<file path="src/rtl/selfprog_pkg.sv">
package selfprog_pkg;

    typedef enum logic [2:0] {
        CMD_NONE, CMD_FILL, CMD_ERASE, CMD_WRITE, CMD_LOCK, CMD_SIG
    } cmd_e;

    typedef enum logic [1:0] {
        S_IDLE, S_ARMED, S_BUSY
    } state_e;

    localparam logic [7:0] CODE_FILL  = 8'h01;
    localparam logic [7:0] CODE_ERASE = 8'h03;
    localparam logic [7:0] CODE_WRITE = 8'h05;
    localparam logic [7:0] CODE_LOCK  = 8'h09;
    localparam logic [7:0] CODE_SIG   = 8'h21;

    function automatic cmd_e decode_cmd(input logic [7:0] v);
        case (v)
            CODE_FILL:  return CMD_FILL;
            CODE_ERASE: return CMD_ERASE;
            CODE_WRITE: return CMD_WRITE;
            CODE_LOCK:  return CMD_LOCK;
            CODE_SIG:   return CMD_SIG;
            default:    return CMD_NONE;
        endcase
    endfunction

    function automatic logic [7:0] sig_byte(input logic [4:0] idx);
        logic [7:0] prod;
        prod = {3'b000, idx} * 8'd37;
        return prod ^ 8'hA5;
    endfunction

endpackage

</file>
<file path="src/rtl/sp_cmd_fsm.sv">
module sp_cmd_fsm
    import selfprog_pkg::*;
#(
    parameter int ARM_WINDOW  = 4,
    parameter int BUSY_CYCLES = 6
) (
    input  logic       clk,
    input  logic       rst_n,
    input  logic       chip_erase,
    input  logic       ctl_we,
    input  logic [7:0] ctl_data,
    input  logic       spm_stb,
    input  logic       lpm_stb,
    output logic       busy,
    output logic       fill_en,
    output logic       lock_en,
    output logic       start_erase,
    output logic       start_write,
    output logic       commit_erase,
    output logic       commit_write,
    output logic       rd_plain,
    output logic       rd_info,
    output logic       rd_sig
);
    localparam int WIN_W = $clog2(ARM_WINDOW + 1);
    localparam int BC_W  = $clog2(BUSY_CYCLES + 1);

    state_e           state_q, state_d;
    cmd_e             cmd_q, cmd_d, dec_c;
    logic [WIN_W-1:0] win_q, win_d;
    logic [BC_W-1:0]  bcnt_q, bcnt_d;
    logic             wr_op_q, wr_op_d;
    logic             armed;

    always_comb dec_c = decode_cmd(ctl_data);

    always_comb begin
        state_d = state_q;
        cmd_d   = cmd_q;
        win_d   = win_q;
        bcnt_d  = bcnt_q;
        wr_op_d = wr_op_q;
        unique case (state_q)
            S_IDLE: begin
                if (ctl_we && dec_c != CMD_NONE) begin
                    state_d = S_ARMED;
                    cmd_d   = dec_c;
                    win_d   = WIN_W'(ARM_WINDOW);
                end
            end
            S_ARMED: begin
                if (spm_stb || lpm_stb) begin
                    if (spm_stb && (cmd_q == CMD_ERASE || cmd_q == CMD_WRITE)) begin
                        state_d = S_BUSY;
                        bcnt_d  = BC_W'(BUSY_CYCLES);
                        wr_op_d = (cmd_q == CMD_WRITE);
                    end else begin
                        state_d = S_IDLE;
                    end
                    cmd_d = CMD_NONE;
                end else if (ctl_we) begin
                    if (dec_c != CMD_NONE) begin
                        cmd_d = dec_c;
                        win_d = WIN_W'(ARM_WINDOW);
                    end else begin
                        state_d = S_IDLE;
                        cmd_d   = CMD_NONE;
                    end
                end else if (win_q == WIN_W'(1)) begin
                    state_d = S_IDLE;
                    cmd_d   = CMD_NONE;
                end else begin
                    win_d = win_q - WIN_W'(1);
                end
            end
            S_BUSY: begin
                if (bcnt_q == BC_W'(1)) state_d = S_IDLE;
                else                    bcnt_d  = bcnt_q - BC_W'(1);
            end
            default: state_d = S_IDLE;
        endcase
    end

    always_ff @(posedge clk or negedge rst_n) begin
        if (!rst_n) begin
            state_q <= S_IDLE;
            cmd_q   <= CMD_NONE;
            win_q   <= '0;
            bcnt_q  <= '0;
            wr_op_q <= 1'b0;
        end else if (chip_erase) begin
            state_q <= S_IDLE;
            cmd_q   <= CMD_NONE;
            win_q   <= '0;
            bcnt_q  <= '0;
            wr_op_q <= 1'b0;
        end else begin
            state_q <= state_d;
            cmd_q   <= cmd_d;
            win_q   <= win_d;
            bcnt_q  <= bcnt_d;
            wr_op_q <= wr_op_d;
        end
    end

    always_comb begin
        armed        = (state_q == S_ARMED);
        busy         = (state_q == S_BUSY);
        fill_en      = armed && spm_stb && cmd_q == CMD_FILL;
        lock_en      = armed && spm_stb && cmd_q == CMD_LOCK;
        start_erase  = armed && spm_stb && cmd_q == CMD_ERASE;
        start_write  = armed && spm_stb && cmd_q == CMD_WRITE;
        rd_info      = armed && !spm_stb && lpm_stb && cmd_q == CMD_LOCK;
        rd_sig       = armed && !spm_stb && lpm_stb && cmd_q == CMD_SIG;
        rd_plain     = !spm_stb && lpm_stb &&
                       (state_q == S_IDLE ||
                        (armed && cmd_q != CMD_LOCK && cmd_q != CMD_SIG));
        commit_erase = busy && bcnt_q == BC_W'(1) && !wr_op_q;
        commit_write = busy && bcnt_q == BC_W'(1) && wr_op_q;
    end


    arm_window_chk: assert property (@(posedge clk) disable iff (!rst_n)
        state_q == S_ARMED |-> (win_q >= WIN_W'(1) && win_q <= WIN_W'(ARM_WINDOW)));


    busy_entry_chk: assert property (@(posedge clk) disable iff (!rst_n)
        $rose(busy) |-> $past(spm_stb));

endmodule

</file>
<file path="src/rtl/sp_flash_store.sv">
module sp_flash_store #(
    parameter int PAGE_WORDS = 8,
    parameter int NUM_PAGES  = 8,
    localparam int WORD_IDX_W = $clog2(PAGE_WORDS),
    localparam int PAGE_IDX_W = $clog2(NUM_PAGES),
    localparam int ADDR_W     = 1 + WORD_IDX_W + PAGE_IDX_W,
    localparam int ROW_W      = PAGE_WORDS * 16
) (
    input  logic              clk,
    input  logic              rst_n,
    input  logic              chip_erase,
    input  logic              fill_en,
    input  logic              start_erase,
    input  logic              start_write,
    input  logic              commit_erase,
    input  logic              commit_write,
    input  logic [ADDR_W-1:0] addr,
    input  logic [15:0]       wdata,
    output logic [7:0]        rd_byte
);
    logic [ROW_W-1:0]      buf_q;
    logic [PAGE_IDX_W-1:0] pend_q;
    logic [ROW_W-1:0]      page_flat [NUM_PAGES];
    logic [WORD_IDX_W-1:0] widx;
    logic [PAGE_IDX_W-1:0] pidx;
    logic [15:0]           rd_word;

    assign widx = addr[WORD_IDX_W:1];
    assign pidx = addr[ADDR_W-1:WORD_IDX_W+1];

    always_ff @(posedge clk or negedge rst_n) begin
        if (!rst_n)                    buf_q <= '1;
        else if (chip_erase)           buf_q <= '1;
        else if (commit_write)         buf_q <= '1;
        else if (fill_en)              buf_q[int'(widx)*16 +: 16] <= wdata;
    end

    always_ff @(posedge clk or negedge rst_n) begin
        if (!rst_n)                          pend_q <= '0;
        else if (start_erase || start_write) pend_q <= pidx;
    end

    for (genvar p = 0; p < NUM_PAGES; p++) begin : g_page
        logic [ROW_W-1:0] row_q;
        logic             hit;
        assign hit = (pend_q == PAGE_IDX_W'(p));
        always_ff @(posedge clk or negedge rst_n) begin
            if (!rst_n)                    row_q <= '1;
            else if (chip_erase)           row_q <= '1;
            else if (commit_erase && hit)  row_q <= '1;
            else if (commit_write && hit)  row_q <= buf_q;
        end
        assign page_flat[p] = row_q;
    end

    assign rd_word = page_flat[pidx][int'(widx)*16 +: 16];
    assign rd_byte = addr[0] ? rd_word[15:8] : rd_word[7:0];


    buf_clear_chk: assert property (@(posedge clk) disable iff (!rst_n)
        commit_write && !chip_erase |=> buf_q == '1);


    erase_page_chk: assert property (@(posedge clk) disable iff (!rst_n)
        commit_erase && !chip_erase |=> page_flat[$past(pend_q)] == '1);

endmodule

</file>
<file path="src/rtl/sp_info_bank.sv">
module sp_info_bank
    import selfprog_pkg::*;
#(
    parameter logic [7:0] FUSE_LO = 8'h62,
    parameter logic [7:0] FUSE_HI = 8'hD9,
    parameter logic [7:0] FUSE_EX = 8'hFF
) (
    input  logic       clk,
    input  logic       rst_n,
    input  logic       chip_erase,
    input  logic       lock_en,
    input  logic [7:0] lock_data,
    input  logic [1:0] info_sel,
    input  logic [4:0] sig_idx,
    output logic [7:0] info_byte,
    output logic [7:0] sig_out
);
    logic [7:0] lock_q;

    always_ff @(posedge clk or negedge rst_n) begin
        if (!rst_n)          lock_q <= 8'hFF;
        else if (chip_erase) lock_q <= 8'hFF;
        else if (lock_en)    lock_q <= lock_q & {2'b11, lock_data[5:2], 2'b11};
    end

    always_comb begin
        unique case (info_sel)
            2'd0: info_byte = FUSE_LO;
            2'd1: info_byte = lock_q;
            2'd2: info_byte = FUSE_EX;
            2'd3: info_byte = FUSE_HI;
            default: info_byte = 8'hFF;
        endcase
    end

    assign sig_out = sig_byte(sig_idx);


    lock_mono_chk: assert property (@(posedge clk) disable iff (!rst_n)
        !chip_erase |=> ((lock_q & ~$past(lock_q)) == 8'h00));


    lock_fixed_chk: assert property (@(posedge clk) disable iff (!rst_n)
        lock_q[7:6] == 2'b11 && lock_q[1:0] == 2'b11);


    erase_unlock_chk: assert property (@(posedge clk) disable iff (!rst_n)
        chip_erase |=> lock_q == 8'hFF);

endmodule

</file>
<file path="src/rtl/selfprog_ctrl.sv">
module selfprog_ctrl #(
    parameter int         PAGE_WORDS  = 8,
    parameter int         NUM_PAGES   = 8,
    parameter int         ARM_WINDOW  = 4,
    parameter int         BUSY_CYCLES = 6,
    parameter logic [7:0] FUSE_LO     = 8'h62,
    parameter logic [7:0] FUSE_HI     = 8'hD9,
    parameter logic [7:0] FUSE_EX     = 8'hFF,
    localparam int        ADDR_W      = 1 + $clog2(PAGE_WORDS) + $clog2(NUM_PAGES)
) (
    input  logic              clk,
    input  logic              rst_n,
    input  logic              chip_erase,
    input  logic              ctl_we,
    input  logic [7:0]        ctl_data,
    input  logic              spm_stb,
    input  logic              lpm_stb,
    input  logic [ADDR_W-1:0] addr,
    input  logic [15:0]       wdata,
    output logic [7:0]        rdata,
    output logic              busy
);
    logic fill_en, lock_en, start_erase, start_write;
    logic commit_erase, commit_write, rd_plain, rd_info, rd_sig;
    logic [7:0] arr_byte, info_byte, sig_out;

    sp_cmd_fsm #(.ARM_WINDOW(ARM_WINDOW), .BUSY_CYCLES(BUSY_CYCLES)) u_fsm (
        .clk(clk), .rst_n(rst_n), .chip_erase(chip_erase),
        .ctl_we(ctl_we), .ctl_data(ctl_data),
        .spm_stb(spm_stb), .lpm_stb(lpm_stb), .busy(busy),
        .fill_en(fill_en), .lock_en(lock_en),
        .start_erase(start_erase), .start_write(start_write),
        .commit_erase(commit_erase), .commit_write(commit_write),
        .rd_plain(rd_plain), .rd_info(rd_info), .rd_sig(rd_sig)
    );

    sp_flash_store #(.PAGE_WORDS(PAGE_WORDS), .NUM_PAGES(NUM_PAGES)) u_store (
        .clk(clk), .rst_n(rst_n), .chip_erase(chip_erase),
        .fill_en(fill_en), .start_erase(start_erase), .start_write(start_write),
        .commit_erase(commit_erase), .commit_write(commit_write),
        .addr(addr), .wdata(wdata), .rd_byte(arr_byte)
    );

    sp_info_bank #(.FUSE_LO(FUSE_LO), .FUSE_HI(FUSE_HI), .FUSE_EX(FUSE_EX)) u_info (
        .clk(clk), .rst_n(rst_n), .chip_erase(chip_erase),
        .lock_en(lock_en), .lock_data(wdata[7:0]),
        .info_sel(addr[1:0]), .sig_idx(addr[4:0]),
        .info_byte(info_byte), .sig_out(sig_out)
    );

    always_ff @(posedge clk or negedge rst_n) begin
        if (!rst_n)        rdata <= 8'h00;
        else if (rd_plain) rdata <= arr_byte;
        else if (rd_info)  rdata <= info_byte;
        else if (rd_sig)   rdata <= sig_out;
    end

endmodule

</file>
<file path="config.mk">
export PLATFORM = sky130hd
export DESIGN_NAME = selfprog_ctrl
export DESIGN_NICKNAME = d
export VERILOG_FILES = /design/src/rtl/selfprog_pkg.sv /design/src/rtl/sp_cmd_fsm.sv /design/src/rtl/sp_flash_store.sv /design/src/rtl/sp_info_bank.sv /design/src/rtl/selfprog_ctrl.sv
export SDC_FILE = /design/constraint.sdc
export NUM_CORES = 2
export LEC_CHECK = 0
export ABC_AREA = 1
export BUFFER_PORTS_ARGS = -buffer_cell sky130_fd_sc_hd__buf_2
export CAP_MARGIN = 0
export CORE_UTILIZATION = 35
export CTS_CLUSTER_SIZE = 25
export DETAILED_ROUTE_END_ITERATION = 7
export GPL_TIMING_DRIVEN = 0
export MAX_ROUTING_LAYER = met4
export PLACE_DENSITY = 0.54
export RECOVER_POWER = 100
export REMOVE_ABC_BUFFERS = 1
export SYNTH_ARGS = -nofsm -noshare
export SYNTH_HDL_FRONTEND = slang
export SYNTH_SLANG_ARGS = --single-unit
</file>
<file path="constraint.sdc">
create_clock -name clk -period 5.7 [get_ports clk]
set_clock_uncertainty 0.15 [all_clocks]
set_input_delay 0 -clock clk [delete_from_list [all_inputs] [get_ports clk]]
set_output_delay 0 -clock clk [all_outputs]
set_load 0.01 [all_outputs]
</file>
==> qor.txt <==
CTS Buffer Depth - 3
Initial antenna violation count - 7
DRT antenna net count - 0
Leakage - 25.6 nW
Overall global routing resource usage - 0.257
CTS Buf Count - 136
Met2 Use GR - 0.396
Sequential area share after synthesis - 0.545
Final Max Tran Viols - 499
Seq cells post-synth - 1180
Area of the mapped netlist - 0.0569 mm2
Top post-synthesis cells by count - nand2_1 (1202), dfstp_2 (1157), inv_1 (1152)
Reg2Reg Depth - 10
WP data arrival - 5.66 ns
Top-count cell post-synth - nand2_1
Synthesis-to-layout area growth - 15.0%
Routability congestion estimate - 0.781
Synth top area share - 0.534
Hpwl dp - 118 mm
Total grt overflow - 0
Core area - 0.161 mm2
Main synth FF type - dfstp_2
Final Hold Vio Count - 0
Worst Max-Slew Pin Slew - 3.94 ns
Final-layout fill cell count - 16177
Row cnt - 147
Total clock sinks - 1180
1st-pass router iterations - 6
Synth Area per Inst - 8.48 um2
Pre-CTS setup slack - 0.886 ns
Max_cap viols - 9
CP Max Fanout - 23
Yosys warns - 0
Via/cell ratio - 5.54
Unique masters post-synth - 32
Post-synth EDFFs - 0
Clock slew at reported path FFs - 0.06 ns
Worst setup EP type - flip-flop
Cell Pwr Density - 290 mW/mm2
Setup Crit Path Kind - primary input to flip-flop
Routed WL - 207 mm
Root Buffer - clkbuf_16
Unrepaired setup endpoints after global routing - no
Initial Util - 0.353
Top post-synthesis cells by area - dfstp_2 (53%), o22ai_1 (11%), nand2_1 (7.9%)
Most Used Layer, Global Route - met2
Die Y - 405 um
Post-synthesis async set-or-reset flop share - 1.00
DR iter-0 viols - 5155
Finished Core Util - 0.406
Final period util - 0.900
Full die area - 0.164 mm2
Final worst setup slack - 0.571 ns
Post_cts resized - 0
Number of global-route vias before repair - 47230
Share of cells above drive strength 1 - 0.252
H-tree depth - 4
First-pass GRT wire length - 312 mm
Via count - 48746
Die W - 405 um
Cell count after synthesis - 6710
Total setup buffers inserted after CTS - 0
CTS tree - yes
Skew-Pair Late Insertion Delay - 0.78 ns
Worst VDD drop - 0.248 mV
Period minus WS final - 5.13 ns
Failing checks - max-capacitance violations, max-slew violations
Largest net degree at the start of global routing - 161
DRC viols - 0
Drt wl/cell - 23.5 um
Post-synth top area cell - dfstp_2
Grt met1 use - 0.347
Relative slew slack - -1.63
Hold Path Cell Cnt - 4
IO Pins - 46
Fmax - 0.195 GHz
Nets - 6579
Buffers added on ports - 45
Hold Path Class - primary input to flip-flop
Status - finished, violations left
Final Setup Violations - 0
Type of origin of the critical path - primary input
WP data required - 6.23 ns
Met3 Track Usage GR - 0.0332
## state kept, by name (all words and copies together) (netlist names)
name	count
u_store.g_page.row_q	1024
u_fsm.bcnt_q	3
u_info.lock_q	5
u_fsm.win_q	3
u_fsm.wr_op_q	1
rdata	8
u_store.buf_q	128
u_fsm.state_q	2
u_store.pend_q	3
u_fsm.cmd_q	3
## critical path, stage by stage
cell,delay (ns)
dlygate4sd3_1,0.59
clkbuf_2,0.70
buf_16,0.30
inv_1,0.36
ha_1,1.10
buf_12,0.29
inv_1,0.49
nor2_1,0.97
buf_12,0.30
nand2_1,0.16
o211ai_1,0.22
## path summary, 6_finish.rpt
path | startpoint | to | slack (ns)
min in group asynchronous | rst_n | u_store.g_page[6].row_q[24] | 2.17
worst max-delay path | addr[2] | u_store.buf_q[100] | 0.57
worst min register to register | u_info.lock_q[5] | u_info.lock_q[5] | 0.33
worst max register to register | u_fsm.state_q[1] | u_store.g_page[4].row_q[124] | 0.70
max in group asynchronous | rst_n | u_store.g_page[6].row_q[124] | 1.17
worst min-delay path | wdata[5] | u_store.buf_q[5] | 0.05
## what timing repair did
action,4_1_cts,5_1_grt
setup endpoints to repair,0,0
hold buffers,51,0
hold endpoints to repair,300,0
## stage by stage
stage | instance area (um2) | instances | hold WS (ns) | power, mW | TNS (ns)
after floorplan | 54400 | 6122 | -0.446 | 9.40 | -1716.85
after CTS | 65700 | 8785 | 0.0158 | 19.1 | 0
after global routing | 65400 | 8790 | 0.0690 | 19.5 | 0
after detailed placement | 60800 | 8491 | 0.173 | 10.3 | 0
final | 65400 | 8791 | 0.0546 | 18.9 | 0
after global placement | 57300 | 8327 | 0.172 | 10.3 | -
## placed cells by master, fill, tap and decap left out, types with 51 or more instances in the layout
master         count
o21ai_0          193
o211ai_1         113
dfstp_2         1157
clkbuf_16        142
buf_16            55
nor2_1           254
inv_1           1148
a21oi_1           81
o22ai_1         1045
nand2_1         1196
dlygate4sd3_1     51
clkbuf_1          52
buf_8             83
nand3_1          744
or2_2             90
## metal layers
| metal | part of all wire | wire length, um | up-vias |
|---|---|---|---|
| met5 | 0 | 0 | - |
| li1 | - | - | 21750 |
| met2 | 0.46 | 94800 | 1983 |
| met1 | 0.44 | 90900 | 24624 |
| met4 | 0.033 | 6730 | 0 |
| met3 | 0.069 | 14200 | 389 |
## report_power, final
part,switching (mW),total (mW),leakage [nW],internal (mW)
registers,0.0508,8.53,12.5,8.48
logic,1.23,1.64,10.9,0.415
clock network,3.62,8.78,2.22,5.16
total,4.90,18.9,25.6,14.0
## cell type report
type / count / area [um2] / share of cell area
well taps: 2160 / 2700 / 0.0413
repair buffers: 261 / 3770 / 0.0576
clock inverters: 31 / 250 / 0.00383
flip-flops and latches: 1180 / 31000 / 0.474
diodes: 5 / 12.5 / 0.000191
inverters: 1157 / 4370 / 0.0668
multi-input cells: 3785 / 19100 / 0.292
clock buffers: 212 / 4210 / 0.0643
## cells by family (layout without fill, tap and decap cells)
kind of cell / after synthesis / after routing / synth area share
xor+xnor: 4 / 4 / 0.000616
buf+inv: 1745 / 1661 / 0.120
compound gates: 1435 / 1435 / 0.154
fa+ha+maj: 21 / 21 / 0.00462
other cells: 0 / 5 / 0
simple gates: 2325 / 2325 / 0.176
flops: 1180 / 1180 / 0.545
Note: power is estimated with default switching activity, not from simulation.
